## src/rtl/ser_audio_tx_pkg.sv

```systemverilog
package ser_audio_tx_pkg;
   localparam int FLD_W = 5;

   typedef struct packed {
      logic [FLD_W-1:0] words_m1;
      logic [FLD_W-1:0] sync_m1;
      logic [FLD_W-1:0] w0_m1;
      logic [FLD_W-1:0] wn_m1;
      logic [FLD_W-1:0] first_bit;
      logic             early;
      logic             msb_first;
   } frame_cfg_t;
endpackage

```

## src/rtl/ser_audio_tx_clkdiv.sv

```systemverilog
module ser_audio_tx_clkdiv #(
   parameter int DIV_W = 8
) (
   input  logic             clk,
   input  logic             rst_n,
   input  logic             en,
   input  logic [DIV_W-1:0] div,
   output logic             bclk_int,
   output logic             launch
);
   logic [DIV_W-1:0] cnt_q;

   // launch marks the edge on which the internal bit clock rises
   assign launch = en && (cnt_q == div) && !bclk_int;

   always_ff @(posedge clk or negedge rst_n) begin
      if (!rst_n) begin
         cnt_q    <= '0;
         bclk_int <= 1'b0;
      end else if (!en) begin
         cnt_q    <= '0;
         bclk_int <= 1'b0;
      end else if (cnt_q == div) begin
         cnt_q    <= '0;
         bclk_int <= ~bclk_int;
      end else begin
         cnt_q <= cnt_q + 1'b1;
      end
   end

   // the clock never toggles off the terminal count
   assert_toggle_at_terminal_R1: assert property (@(posedge clk) disable iff (!rst_n)
      (en && cnt_q != div) |=> $stable(bclk_int));
endmodule

```

## src/rtl/ser_audio_tx_fifo.sv

```systemverilog
module ser_audio_tx_fifo #(
   parameter int DATA_W = 32,
   parameter int DEPTH  = 32,
   localparam int PTR_W = $clog2(DEPTH),
   localparam int LVL_W = $clog2(DEPTH) + 1
) (
   input  logic              clk,
   input  logic              rst_n,
   input  logic              wr_en,
   input  logic [DATA_W-1:0] wr_data,
   input  logic              pop,
   output logic [DATA_W-1:0] head,
   output logic              empty,
   output logic              full,
   output logic [LVL_W-1:0]  level
);
   logic [DATA_W-1:0] mem [DEPTH];
   logic [PTR_W-1:0]  wr_ptr_q, rd_ptr_q;
   logic [LVL_W-1:0]  level_q;
   logic              push, take;

   if ((DEPTH & (DEPTH - 1)) != 0) begin : g_depth_chk
      $error("queue depth must be a power of two");
   end

   assign full  = (level_q == LVL_W'(DEPTH));
   assign empty = (level_q == '0);
   assign level = level_q;
   assign head  = mem[rd_ptr_q];
   assign push  = wr_en && !full;
   assign take  = pop && !empty;

   always_ff @(posedge clk) begin
      if (push) mem[wr_ptr_q] <= wr_data;
   end

   always_ff @(posedge clk or negedge rst_n) begin
      if (!rst_n) begin
         wr_ptr_q <= '0;
         rd_ptr_q <= '0;
         level_q  <= '0;
      end else begin
         if (push) wr_ptr_q <= wr_ptr_q + 1'b1;
         if (take) rd_ptr_q <= rd_ptr_q + 1'b1;
         case ({push, take})
            2'b10:   level_q <= level_q + 1'b1;
            2'b01:   level_q <= level_q - 1'b1;
            default: level_q <= level_q;
         endcase
      end
   end

   assert_no_overflow_R7: assert property (@(posedge clk) disable iff (!rst_n)
      level_q <= LVL_W'(DEPTH));
   assert_fill_step_R7: assert property (@(posedge clk) disable iff (!rst_n)
      (push && !take) |=> (level_q == $past(level_q) + 1'b1));
endmodule

```

## src/rtl/ser_audio_tx_framer.sv

```systemverilog
module ser_audio_tx_framer
   import ser_audio_tx_pkg::*;
#(
   parameter int DATA_W = 32,
   localparam int IDX_W = $clog2(DATA_W),
   localparam int FB_W  = 2 * FLD_W + 1
) (
   input  logic              clk,
   input  logic              rst_n,
   input  logic              tx_en,
   input  logic              launch,
   input  frame_cfg_t        cfg,
   input  logic [DATA_W-1:0] head,
   input  logic              empty,
   output logic              pop,
   output logic              underrun,
   output logic              sd,
   output logic              fs_act
);
   logic [FLD_W-1:0]  word_q, bit_q, width_m1;
   logic [FB_W-1:0]   fbit_q;
   logic              started_q, sd_q, fs_q;
   logic [DATA_W-1:0] hold_q, cur;
   logic [IDX_W-1:0]  bidx;
   logic              lead_slot, slot, word_start, word_end, frame_end, sync_now;

   if ((DATA_W & (DATA_W - 1)) != 0 || IDX_W > FLD_W) begin : g_width_chk
      $error("word width must be a power of two addressable by the bit field");
   end

   always_comb begin
      lead_slot  = tx_en && launch && !started_q && cfg.early;
      slot       = tx_en && launch && !lead_slot;
      width_m1   = (word_q == '0) ? cfg.w0_m1 : cfg.wn_m1;
      word_start = (bit_q == '0);
      word_end   = (bit_q == width_m1);
      frame_end  = word_end && (word_q == cfg.words_m1);
      cur        = word_start ? (empty ? '0 : head) : hold_q;
      if (cfg.msb_first) bidx = IDX_W'(cfg.first_bit) - IDX_W'(bit_q);
      else               bidx = IDX_W'(cfg.first_bit) + IDX_W'(bit_q);
      if (cfg.early) sync_now = frame_end || (fbit_q < FB_W'(cfg.sync_m1));
      else           sync_now = (fbit_q <= FB_W'(cfg.sync_m1));
   end

   assign pop      = slot && word_start && !empty;
   assign underrun = slot && word_start && empty;
   assign sd       = sd_q;
   assign fs_act   = fs_q;

   always_ff @(posedge clk or negedge rst_n) begin
      if (!rst_n) begin
         word_q <= '0; bit_q <= '0; fbit_q <= '0; started_q <= 1'b0;
         hold_q <= '0; sd_q <= 1'b0; fs_q <= 1'b0;
      end else if (!tx_en) begin
         word_q <= '0; bit_q <= '0; fbit_q <= '0; started_q <= 1'b0;
         sd_q <= 1'b0; fs_q <= 1'b0;
      end else if (lead_slot) begin
         started_q <= 1'b1;
         sd_q      <= 1'b0;
         fs_q      <= 1'b1;
      end else if (slot) begin
         started_q <= 1'b1;
         sd_q      <= cur[bidx];
         fs_q      <= sync_now;
         if (word_start) hold_q <= cur;
         if (frame_end) begin
            word_q <= '0; bit_q <= '0; fbit_q <= '0;
         end else if (word_end) begin
            word_q <= word_q + 1'b1; bit_q <= '0; fbit_q <= fbit_q + 1'b1;
         end else begin
            bit_q <= bit_q + 1'b1; fbit_q <= fbit_q + 1'b1;
         end
      end
   end

   // outputs move only on a launch edge while enabled
   assert_hold_between_launch_R2: assert property (@(posedge clk) disable iff (!rst_n)
      (tx_en && !launch) |=> ($stable(sd_q) && $stable(fs_q)));
endmodule

```

## src/rtl/ser_audio_tx.sv

```systemverilog
module ser_audio_tx
   import ser_audio_tx_pkg::*;
#(
   parameter int DATA_W = 32,
   parameter int DEPTH  = 32,
   parameter int DIV_W  = 8,
   localparam int WMK_W = $clog2(DEPTH),
   localparam int LVL_W = $clog2(DEPTH) + 1
) (
   input  logic              clk,
   input  logic              rst_n,
   input  logic              tx_en,
   input  logic              bclk_en,
   input  logic [DIV_W-1:0]  cfg_div,
   input  logic              cfg_bclk_inv,
   input  logic [FLD_W-1:0]  cfg_words_m1,
   input  logic [FLD_W-1:0]  cfg_sync_len_m1,
   input  logic              cfg_sync_low,
   input  logic              cfg_sync_early,
   input  logic [FLD_W-1:0]  cfg_w0_len_m1,
   input  logic [FLD_W-1:0]  cfg_wn_len_m1,
   input  logic [FLD_W-1:0]  cfg_first_bit,
   input  logic              cfg_msb_first,
   input  logic [WMK_W-1:0]  cfg_watermark,
   input  logic              cfg_req_en,
   input  logic              cfg_err_irq_en,
   input  logic              wr_en,
   input  logic [DATA_W-1:0] wr_data,
   input  logic              err_clr,
   output logic              fifo_full,
   output logic [LVL_W-1:0]  fifo_level,
   output logic              bclk,
   output logic              fsync,
   output logic              sdata,
   output logic              dma_req,
   output logic              err_flag,
   output logic              irq
);
   frame_cfg_t        fcfg;
   logic              bclk_int, launch, pop, underrun, fs_act, empty, err_q;
   logic [DATA_W-1:0] head;

   if (DIV_W < 1 || DEPTH < 2) begin : g_param_chk
      $error("divider width or queue depth out of range");
   end

   assign fcfg = '{words_m1: cfg_words_m1, sync_m1: cfg_sync_len_m1,
                   w0_m1: cfg_w0_len_m1, wn_m1: cfg_wn_len_m1,
                   first_bit: cfg_first_bit, early: cfg_sync_early,
                   msb_first: cfg_msb_first};

   ser_audio_tx_clkdiv #(.DIV_W(DIV_W)) u_div (
      .clk(clk), .rst_n(rst_n), .en(bclk_en), .div(cfg_div),
      .bclk_int(bclk_int), .launch(launch));

   ser_audio_tx_fifo #(.DATA_W(DATA_W), .DEPTH(DEPTH)) u_fifo (
      .clk(clk), .rst_n(rst_n), .wr_en(wr_en), .wr_data(wr_data), .pop(pop),
      .head(head), .empty(empty), .full(fifo_full), .level(fifo_level));

   ser_audio_tx_framer #(.DATA_W(DATA_W)) u_frm (
      .clk(clk), .rst_n(rst_n), .tx_en(tx_en), .launch(launch), .cfg(fcfg),
      .head(head), .empty(empty), .pop(pop), .underrun(underrun),
      .sd(sdata), .fs_act(fs_act));

   always_ff @(posedge clk or negedge rst_n) begin
      if (!rst_n)        err_q <= 1'b0;
      else if (underrun) err_q <= 1'b1;
      else if (err_clr)  err_q <= 1'b0;
   end

   assign bclk     = bclk_int ^ cfg_bclk_inv;
   assign fsync    = fs_act ^ cfg_sync_low;
   assign dma_req  = cfg_req_en && (fifo_level <= LVL_W'(cfg_watermark));
   assign err_flag = err_q;
   assign irq      = err_q && cfg_err_irq_en;

   assert_underrun_sets_flag_R9: assert property (@(posedge clk) disable iff (!rst_n)
      underrun |=> err_flag);
   assert_idle_when_off_R11: assert property (@(posedge clk) disable iff (!rst_n)
      !tx_en |=> (!sdata && (fsync == cfg_sync_low)));
   assert_clock_parked_R12: assert property (@(posedge clk) disable iff (!rst_n)
      !bclk_en |=> (bclk == cfg_bclk_inv));
endmodule

```

## config.mk

```make
export PLATFORM = sky130hd
export DESIGN_NAME = ser_audio_tx
export DESIGN_NICKNAME = d
export VERILOG_FILES = /design/src/rtl/ser_audio_tx_pkg.sv /design/src/rtl/ser_audio_tx_clkdiv.sv /design/src/rtl/ser_audio_tx_fifo.sv /design/src/rtl/ser_audio_tx_framer.sv /design/src/rtl/ser_audio_tx.sv
export SDC_FILE = /design/constraint.sdc
export NUM_CORES = 1
export LEC_CHECK = 0
export ABC_AREA = 1
export BUFFER_PORTS_ARGS = -buffer_cell sky130_fd_sc_hd__buf_4
export CORE_UTILIZATION = 50
export CTS_BUF_LIST = sky130_fd_sc_hd__clkbuf_16
export CTS_CLUSTER_DIAMETER = 80
export DETAILED_ROUTE_END_ITERATION = 8
export PLACE_DENSITY = 0.72
export SYNTH_ARGS = -nofsm -noshare
export SYNTH_HDL_FRONTEND = slang
export SYNTH_SLANG_ARGS = --single-unit
```

## constraint.sdc

```tcl
create_clock -name clk -period 3.45 [get_ports clk]
set_clock_uncertainty 0.05 [all_clocks]
set_input_delay 0.69 -clock clk [delete_from_list [all_inputs] [get_ports clk]]
set_output_delay 0.69 -clock clk [all_outputs]
set_load 0.01 [all_outputs]
```

* Word-level counts from Yosys, hierarchy flattened
Memories as Yosys holds them, arrays and structs flattened.
Cells that the tools add are included.
W data, S select, Z words.
** Word-level totals
- Register bits after elaboration :: 82
- Memory bits (writable) :: 1024
- Memories kept :: 1
** Memory list
- u_fifo.mem :: depth 32, width 32, rd ports 1, clocked after Yosys merged registers in 0, wr ports 1, line ser_audio_tx_fifo.sv:17 : logic [DATA_W-1:0] mem [DEPTH];
** Cells by class
- Add/subtract/negate cells :: 10
- Magnitude comparators :: 4
- Eq/ne operators :: 11
- Mux-type cells :: 39
- Bitwise gates (word level) :: 4
- Reduce and logical (&&, ||, !) cells :: 28
** Operators by type and width (count)
- $mux W32 :: 2
- $mux W5 :: 12
- $mux W11 :: 4
- $add A5 B1 Y5 const B :: 4
- $mux W1 :: 17
- $mux W8 :: 2
- $logic_and A1 B1 Y1 :: 14
- $pmux W6 S2 :: 1
- $add A11 B1 Y11 const B :: 1
- $le A11 B5 Y1 :: 1
- $lt A11 B5 Y1 :: 1
- $eq A5 B5 Y1 :: 2
- $logic_not A5 Y1 :: 2
- $add A8 B1 Y8 const B :: 1
- $eq A8 B8 Y1 :: 1
- $add A6 B1 Y6 const B :: 1
- $eq A6 B6 Y1 const B :: 1
- $le A6 B5 Y1 :: 1
- $logic_not A6 Y1 :: 1
- $lt A5 B6 Y1 const B :: 1
- $ne A3 B1 Y1 const B :: 2
- $sub A6 B1 Y6 const B :: 1
- $add A5 B5 Y5 :: 1
- $bmux W1 S5 :: 1
- other kinds (13) :: 21

* Longest topological paths before layout
Gate-level depths: netlist of run 1.
- Depth in word-level cells :: 13
- Mapped depth :: 20

* By module
A second synthesis of run 1 with hierarchy kept.
** Second synthesis, totals
- Cell total of the unflattened synthesis :: 4740
- Area, all modules :: 48793.0 um2
** Modules (own cells, without submodules)
- ser_audio_tx_fifo :: instances 1, cells each 4096, area an instance 44054.8 um2, seq. area each 31149.9 um2
- ser_audio_tx_framer :: instances 1, cells each 530, area an instance 3946.3 um2, seq. area each 1401.3 um2
- ser_audio_tx_clkdiv :: instances 1, cells each 78, area an instance 554.3 um2, seq. area each 225.2 um2
- ser_audio_tx :: instances 1, cells each 36, area an instance 237.7 um2, seq. area each 25.0 um2

* Worst setup path after synthesis of run 1
Ideal clock, no wire load.
- Kind :: input port to flip-flop
- From :: input port cfg_div[6]
- To :: register u_fifo.level_q[4], in the netlist u_fifo.level[4]
- Setup time :: 0.083 ns
- Arrival time :: 3.324 ns
- Required time :: 3.317 ns
- Path slack :: -0.007 ns
- Cell stages on the path :: 19
- Buffers on the path :: 2
- Cells stage by stage :: xnor2_1 nand4_1 nor3_2 nand4_2 nor2_4 inv_2 clkbuf_1 nor2_1 ha_1 clkbuf_1 xnor2_1 inv_1 ha_1 nor2_1 inv_1 a21oi_1 o31ai_1 xor2_1 o21ai_0
** On the way
- Longest elaborated chain between the ends :: 13
- Elaborated cells on any way between the ends :: 15
- Those cells by class :: eq/ne: 3; mux: 1; reduce/logical: 11
** RTL lines
- start: declaration :: line ser_audio_tx.sv:14 : input logic [DIV_W-1:0] cfg_div,
- $eq A8 B8 Y1 * :: line ser_audio_tx_clkdiv.sv:14 : assign launch = en && (cnt_q == div) && !bclk_int;
- $logic_and A1 B1 Y1 * (2 in series) :: line ser_audio_tx_clkdiv.sv:14
- $logic_and A1 B1 Y1 * :: line ser_audio_tx_framer.sv:32, ser_audio_tx_framer.sv:33
- $logic_and A1 B1 Y1 (2 in series) :: line ser_audio_tx_framer.sv:32 : lead_slot = tx_en && launch && !started_q && cfg.early;
- $logic_not A1 Y1 :: line ser_audio_tx_framer.sv:33 : slot = tx_en && launch && !lead_slot;
- $logic_and A1 B1 Y1 * :: line ser_audio_tx_framer.sv:33
- $logic_and A1 B1 Y1 * (2 in series) :: line ser_audio_tx_framer.sv:45 : assign pop = slot && word_start && !empty;
- $logic_and A1 B1 Y1 * :: line ser_audio_tx_fifo.sv:31 : assign take = pop && !empty;
- via u_fifo.take :: line ser_audio_tx_fifo.sv:20 : logic push, take;
- $eq A2 B1 Y1 / $eq A2 B2 Y1 (equally long branches) :: line ser_audio_tx_fifo.sv:45 : case ({push, take})
- $pmux W6 S2 / $reduce_bool A2 Y1 (equally long branches)
- end signal: assignment :: line ser_audio_tx_fifo.sv:46 : 2'b10: level_q <= level_q + 1'b1;
- end signal: assignment :: line ser_audio_tx_fifo.sv:47 : 2'b01: level_q <= level_q - 1'b1;
- end signal: assignment :: line ser_audio_tx_fifo.sv:48 : default: level_q <= level_q;
- end: declaration :: line ser_audio_tx_fifo.sv:19 : logic [LVL_W-1:0] level_q;
Mark *: on every way through the listed nets, which the timed path passes. The rest lies on a longest branch.
A chain may end at the register's enable or synchronous reset.

* Worst setup path after layout of run 1
- From :: register u_fifo.rd_ptr_q[1]
- To :: register u_frm.sd_q, in the netlist u_frm.sd
** On the way
- Longest elaborated chain between the ends :: 8
** RTL lines
- start: declaration :: line ser_audio_tx_fifo.sv:18 : logic [PTR_W-1:0] wr_ptr_q, rd_ptr_q;
- start signal: assignment :: line ser_audio_tx_fifo.sv:44 : if (take) rd_ptr_q <= rd_ptr_q + 1'b1;
- $mem_v2 Z32 W32
- $mux W32 (2 in series) :: line ser_audio_tx_framer.sv:38 : cur = word_start ? (empty ? '0 : head) : hold_q;
- $bmux W1 S5 :: line ser_audio_tx_framer.sv:63 : sd_q <= cur[bidx];
- $mux W1 (implied by the code) :: line ser_audio_tx_framer.sv:63
- $mux W1 :: line ser_audio_tx_framer.sv:61 : end else if (slot) begin
- $mux W1 :: line ser_audio_tx_framer.sv:57 : end else if (lead_slot) begin
- $mux W1 :: line ser_audio_tx_framer.sv:54 : end else if (!tx_en) begin
- end signal: assignment :: line ser_audio_tx_framer.sv:63
- end: declaration :: line ser_audio_tx_framer.sv:22 : logic started_q, sd_q, fs_q;
Every way passes these cells. The select of a mux whose other input is x is not followed.

==> flow_metrics.py, run 1 <==
metrics = {
    "status": {
        "status": "completed",
    },
    "synth": {
        "syn_area_sq_um": 46690,
        "synth.net_count": 4293,
        "synth_edf_count": 1024,
        "yosysSeqAreaShare": 0.7025,
        "synth_area_leaders": "edfxtp_1, nand2_1, nand3_1",
        "ys_types": 43,
        "synth_most_common_cell": "nand2_1",
        "ys.flop_type": "edfxtp_1",
        "synth_seq_cells": 1106,
        "netlist_instances": 4181,
        "synth.top_cells.by_count": "nand2_1, edfxtp_1, nand3_1, nor2_1, o21ai_0",
        "yosysTopAreaCell": "edfxtp_1",
        "synth.top_cell.area_share": 0.6586,
        "async_flop_share": 0.07414,
        "syn_avg_cell_area_sq_um": 11.17,
        "synth_warnings": 0,
    },
    "power": {
        "p_switching_mw": 7.592,
        "power_density_nw_per_um2": 567.6,
        "ir_drop_v": 0.0004664,
        "total_power_mw": 29.95,
        "share_comb_of_total_power": 0.104,
        "cellLeakagePower_nw": 19.39,
        "clkPwrFrac": 0.373,
        "p_int_mw": 22.36,
        "switching_share": 0.2535,
        "power_frac_seq": 0.523,
    },
    "setup_path": {
        "worstPathRequired_ns": 4.00,
        "start_kind": "register",
        "critPathKind": "reg2reg",
        "arrival_ns": 3.56,
        "rr_worst_depth": 15,
        "worstSetupEndpointType": "register",
        "cp_max_fo": 49,
    },
    "placed_design": {
        "place_congestion": 0.8716,
        "dp_hpwl_mm": 65.58,
        "dp_cells": 5376,
        "dp_slack_ns": 0.1040,
        "io_buffers": 94,
        "place_area_sq_um": 49370,
    },
    "sta": {
        "setup_slack_ns": 0.4469,
        "rsz0062_at_grt": "no",
        "hold_slack_ns": 0.1491,
        "min_period_over_period": 0.8705,
        "hold_viol": 0,
        "post-route-min-period_ns": 3.003,
        "max_freq_mhz": 333.0,
        "slew_viol_final": 0,
        "setup_tns_ns": 0,
        "relSlewSlack": 0.1964,
        "worst_pin_slew_ns": 1.203,
        "setup_viol": 0,
    },
    "routing": {
        "drt_iter0_drc": 4256,
        "vias_per_cell": 5.704,
        "drc": 0,
        "post_drt_wl_per_cell_um": 22.08,
        "vias": 31840,
        "ant_nets": 0,
        "drt_wl_total_mm": 123.2,
        "first_pass_iters": 5,
    },
    "layout": {
        "nets": 4359,
        "fin_area_sq_um": 52760,
        "fin_util": 0.5729,
        "fillCellCount": 7288,
        "instances_no_fill": 5582,
        "syn_to_final_growth_pct": 12.99,
        "drive_gt1_frac": 0.08921,
    },
    "global_routing": {
        "grt_usage": 0.2616,
        "grt_max_degree": 147,
        "grt_pass1_wl_mm": 185.7,
        "grt_pass1_vias": 30690,
        "grt_antenna_before_repair": 2,
        "overflow": 0,
    },
    "cts": {
        "clock_latency_ns": 0.71,
        "htree_levels": 3,
        "clk_path_buf_depth": 3,
        "numCtsBuffers": 111,
        "path_clk_slew_ns": 0.06,
        "cts-root-buf": "clkbuf_16",
        "post-cts-setup-buffer-count": 0,
        "cts_num_sinks": 1106,
        "cts_resized": 0,
        "cts_tree": "done",
    },
    "flow_run": {
        "maxCapViolations": 0,
    },
    "floorplan": {
        "ioPinCount": 95,
        "start_util": 0.5071,
        "die_area_sq_um": 94610,
        "fp-row-count": 111,
        "die_h_um": 307.6,
        "core_sq_um": 92080,
        "die_w_um": 307.6,
    },
    "min_path": {
        "hold_class": "in2reg",
        "hold_depth": 2,
    },
}
kinds of logic after synthesis:
group	share of synthesized area
AOI/OAI and AO/OA	0.05212
xor gates and xnor gates	0.008817
adders and majority gates	0.008200
buffers and inverters	0.04017
DFF	0.7025
and+or+nand+nor	0.1881
layer usage:
layer / track usage / wire [um] / share of wire / vias to the layer above
li1: - / - / - / 14590
met1: 0.3621 / 49620 / 0.40 / 15380
met2: 0.4165 / 57420 / 0.47 / 1598
met3: 0.04356 / 11660 / 0.095 / 281
met4: 0.09823 / 4531 / 0.037 / 2
met5: 0 / 13 / 0.00011 / -
flip-flops by register name, summed over array words and instances (netlist names):
register         count
u_fifo.level         6
u_fifo.mem        1024
u_frm.sd             1
u_fifo.wr_ptr_q      5
u_frm.hold_q        32
u_frm.fbit_q        11
u_frm.bit_q          5
u_frm.fs_act         1
u_frm.word_q         5
u_frm.started_q      1
u_fifo.rd_ptr_q      5
u_div.cnt_q          8
err_flag             1
u_div.bclk_int       1
placed cells by master (no fill, tap or decap), types with 4 or more instances in the layout:
cell | synthesis | final
ha_1 | 29 | 29
inv_1 | 184 | 214
buf_12 | 0 | 44
clkinv_8 | 0 | 4
dfrtp_4 | 0 | 4
nor2_1 | 521 | 489
dfrtp_1 | 82 | 77
nand3_1 | 535 | 535
clkbuf_16 | 0 | 111
edfxtp_1 | 1024 | 1024
clkinv_1 | 2 | 36
o21ai_0 | 246 | 246
o21ai_1 | 12 | 12
nand4_1 | 9 | 9
a21oi_1 | 67 | 67
buf_4 | 18 | 149
o31ai_1 | 35 | 35
o211ai_1 | 62 | 62
xor2_1 | 32 | 32
nand2_1 | 1045 | 1045
xnor2_1 | 15 | 15
nor2_4 | 1 | 33
nor3_1 | 7 | 7
clkinv_2 | 0 | 16
final timing paths:
check,to,start,slack [ns]
min reg2reg,u_frm.hold_q[15]$_DFFE_PN0P_,u_frm.hold_q[15]$_DFFE_PN0P_,0.44
min,err_flag$_DFFE_PN0P_,err_clr,0.15
max in group asynchronous,u_frm.hold_q[17]$_DFFE_PN0P_,rst_n,2.06
min in group asynchronous,u_frm.word_q[2]$_DFFE_PN0P_,rst_n,0.55
max reg2reg,u_frm.sd$_DFFE_PN0P_,u_fifo.rd_ptr_q[1]$_DFFE_PN0P_,0.45
max,u_frm.sd$_DFFE_PN0P_,u_fifo.rd_ptr_q[1]$_DFFE_PN0P_,0.45
power by group through the flow:
| stage | clock network (mW) | registers, mW | logic [mW] |
|---|---|---|---|
| floorplan | 0 | 15.9 | 1.57 |
| global placement | 0 | 15.9 | 3.01 |
| detailed placement | 0 | 15.9 | 3.06 |
| CTS | 11.2 | 15.7 | 3.08 |
| global route | 11.7 | 15.7 | 3.37 |
| finish | 11.2 | 15.7 | 3.10 |
what timing repair did:
| item | CTS | global route |
|---|---|---|
| setup endpoints to repair | 0 | 0 |
| hold buffers | 1 | 0 |
| hold endpoints to repair | 11 | 0 |
final cells by class:
| type | instances | area, sq um | area share |
|---|---|---|---|
| multi-input combinational | 2642 | 12250 | 0.2323 |
| tap | 1243 | 1555 | 0.02948 |
| sequential | 1106 | 32820 | 0.6221 |
| clock buffer | 111 | 2778 | 0.05265 |
| timing repair buffer | 194 | 2009 | 0.03809 |
| inverter | 192 | 747.0 | 0.01416 |
| antenna | 1 | 2.502 | 0.00004743 |
| clock inverter | 93 | 594.3 | 0.01127 |
worst max-delay path, cell delays in order (launching register included):
cell	delay, ns
dfrtp_4	0.59
inv_8	0.37
buf_4	0.53
nor2_1	0.11
o21ai_0	0.12
nand3_1	0.11
nand3_1	0.12
nand3_1	0.11
nand3_1	0.19
nand2_1	0.09
nand3_1	0.08
nand3_1	0.07
nand3_1	0.10
nand3_1	0.08
nand3_1	0.09
nand2_1	0.05
Note: power is estimated with default switching activity, not from simulation.
==> run 2, diff against run 1 <==
--- a/config.mk
+++ b/config.mk
@@ -11,6 +11,8 @@
 export CTS_BUF_LIST = sky130_fd_sc_hd__clkbuf_16
 export CTS_CLUSTER_DIAMETER = 80
 export DETAILED_ROUTE_END_ITERATION = 8
+export GPL_TIMING_DRIVEN = 1
+export MAX_ROUTING_LAYER = met4
 export PLACE_DENSITY = 0.72
 export SYNTH_ARGS = -nofsm -noshare
 export SYNTH_HDL_FRONTEND = slang
==> run 2 against run 1 <==
Compared with the run above: critical endpoint unchanged; register-to-register slack worse by 0.10 ns; cell area is 0.17% higher; non-clock buffer count is 19 higher; global-route usage is 1.0 points higher; sequential power hardly changed; maximum frequency is 3.3% lower; clock-buffer cell count is 2 lower; highest routed layer is now met4.
==> flow_metrics.py, run 2 (synthesis results as in run 1) <==
metrics = {
    "status": {
        "status": "completed",
    },
    "placed_design": {
        "place_congestion": 0.8476,
        "io_buffers": 94,
        "dp_hpwl_mm": 67.48,
    },
    "cts": {
        "path_clk_slew_ns": 0.06,
        "cts-root-buf": "clkbuf_16",
        "cts_tree": "done",
        "numCtsBuffers": 109,
        "cts_num_sinks": 1106,
        "clk_path_buf_depth": 3,
        "clock_latency_ns": 0.69,
        "htree_levels": 3,
        "cts_resized": 0,
    },
    "global_routing": {
        "grt_max_degree": 134,
        "grt_pass1_vias": 30680,
        "grt_pass1_wl_mm": 187.1,
        "grt_usage": 0.2715,
        "overflow": 0,
        "grt_antenna_before_repair": 0,
    },
    "routing": {
        "post_drt_wl_per_cell_um": 22.28,
        "drc": 0,
        "first_pass_iters": 6,
        "drt_iter0_drc": 4335,
        "vias_per_cell": 5.725,
        "drt_wl_total_mm": 124.7,
        "vias": 32040,
        "ant_nets": 0,
    },
    "sta": {
        "max_freq_mhz": 322.0,
        "hold_viol": 0,
        "worst_pin_slew_ns": 1.197,
        "min_period_over_period": 0.9003,
        "setup_tns_ns": 0,
        "slew_viol_final": 0,
        "post-route-min-period_ns": 3.106,
        "rsz0062_at_grt": "no",
        "relSlewSlack": 0.2001,
        "setup_viol": 0,
        "hold_slack_ns": 0.1382,
    },
    "setup_path": {
        "arrival_ns": 3.64,
        "start_kind": "register",
        "cp_max_fo": 72,
        "rr_worst_depth": 15,
        "critPathKind": "reg2reg",
        "worstPathRequired_ns": 3.99,
        "rr_endpoint": "u_frm.sd$_DFFE_PN0P_",
        "r2r_start": "u_fifo.rd_ptr_q[0]$_DFFE_PN0P_",
        "worstSetupEndpointType": "register",
        "reg2reg_slack_ns": 0.34,
    },
    "power": {
        "cellLeakagePower_nw": 19.45,
        "ir_drop_v": 0.0004713,
        "total_power_mw": 30.08,
        "power_density_nw_per_um2": 569.2,
    },
    "layout": {
        "multi_input_comb_area_sq_um": 12250,
        "seq_area_sq_um": 32820,
        "final_cell_mix": "nand2_1, edfxtp_1, nand3_1",
        "fillCellCount": 7334,
        "nets": 4376,
        "final_common_cell": "nand2_1",
        "syn_to_final_growth_pct": 13.18,
        "largest_reg_flops": 1024,
        "fin_util": 0.5739,
        "regMostFlops": "u_fifo.mem",
        "drive_gt1_frac": 0.09419,
        "top_regs": "u_fifo.mem x1024, u_frm.hold_q x32, u_frm.fbit_q x11",
    },
    "min_path": {
        "hold_class": "in2reg",
        "min_to": "err_flag$_DFFE_PN0P_",
        "hold_depth": 2,
        "hp-start": "err_clr",
    },
    "floorplan": {
        "die_h_um": 307.6,
        "ioPinCount": 95,
        "die_area_sq_um": 94610,
        "fp-row-count": 111,
        "die_w_um": 307.6,
        "core_sq_um": 92080,
        "start_util": 0.5071,
    },
    "flow_run": {
        "maxCapViolations": 0,
    },
}
==> run 2: layer usage <==
| metal | vias up | global-route usage | part of all wire |
|---|---|---|---|
| met4 | 0 | 0.09163 | 0.032 |
| met2 | 1600 | 0.4236 | 0.47 |
| li1 | 14630 | - | - |
| met1 | 15560 | 0.3679 | 0.41 |
| met3 | 253 | 0.03819 | 0.089 |
| met5 | - | - | 0 |
==> run 2: worst max-delay path, cell delays in order (launching register included) <==
cell	delay, ns
dfrtp_4	0.63
clkinv_8	0.36
buf_12	0.32
buf_12	0.18
o21ai_0	0.17
nand3_1	0.14
nand3_1	0.11
nand3_1	0.12
nand3_1	0.23
nand2_1	0.09
nand3_1	0.10
nand3_1	0.09
nand3_1	0.10
nand3_1	0.07
nand3_1	0.09
nand2_1	0.05
==> run 2: cell type report <==
cell class / count / share of cell area
sequential: 1106 / 0.6210
clock inverter: 91 / 0.01260
antenna: 1 / 0.00004735
timing repair buffer: 213 / 0.03930
tap: 1243 / 0.02943
inverter: 192 / 0.01413
multi-input combinational: 2642 / 0.2319
clock buffer: 109 / 0.05161
==> run 2: power breakdown <==
part	switching, mW	internal, mW	leakage [nW]
registers	0.242	15.4	10.3
logic	2.26	0.842	7.38
clock network	5.08	6.21	1.75
==> run 2: per-stage QoR <==
step / setup slack (ns) / area, sq um / instances
after floorplan: 0.09219 / 46690 / 4181
after global placement: 0.1245 / 49440 / 5395
after detailed placement: 0.1887 / 49440 / 5395
after CTS: 0.4075 / 52840 / 5596
after global routing: 0.1524 / 52840 / 5596
final: 0.3441 / 52850 / 5597
==> run 2: worst max path at each step <==
stage	slack [ns]	to	from
detailed placement	0.19	u_fifo.level[5]$_DFFE_PN0P_	cfg_div[6]
CTS	0.41	u_frm.sd$_DFFE_PN0P_	u_fifo.rd_ptr_q[0]$_DFFE_PN0P_
global placement	0.12	u_fifo.level[5]$_DFFE_PN0P_	cfg_div[6]
global route	0.15	u_frm.sd$_DFFE_PN0P_	u_fifo.rd_ptr_q[0]$_DFFE_PN0P_
finish	0.34	u_frm.sd$_DFFE_PN0P_	u_fifo.rd_ptr_q[0]$_DFFE_PN0P_
floorplan	0.09	u_fifo.level[4]$_DFFE_PN0P_	cfg_div[6]
==> run 2: what timing repair did <==
item	4_1_cts	5_1_grt
hold buffers	1	0
buffers inserted	0	0
setup endpoints to repair	0	0
hold endpoints to repair	20	0
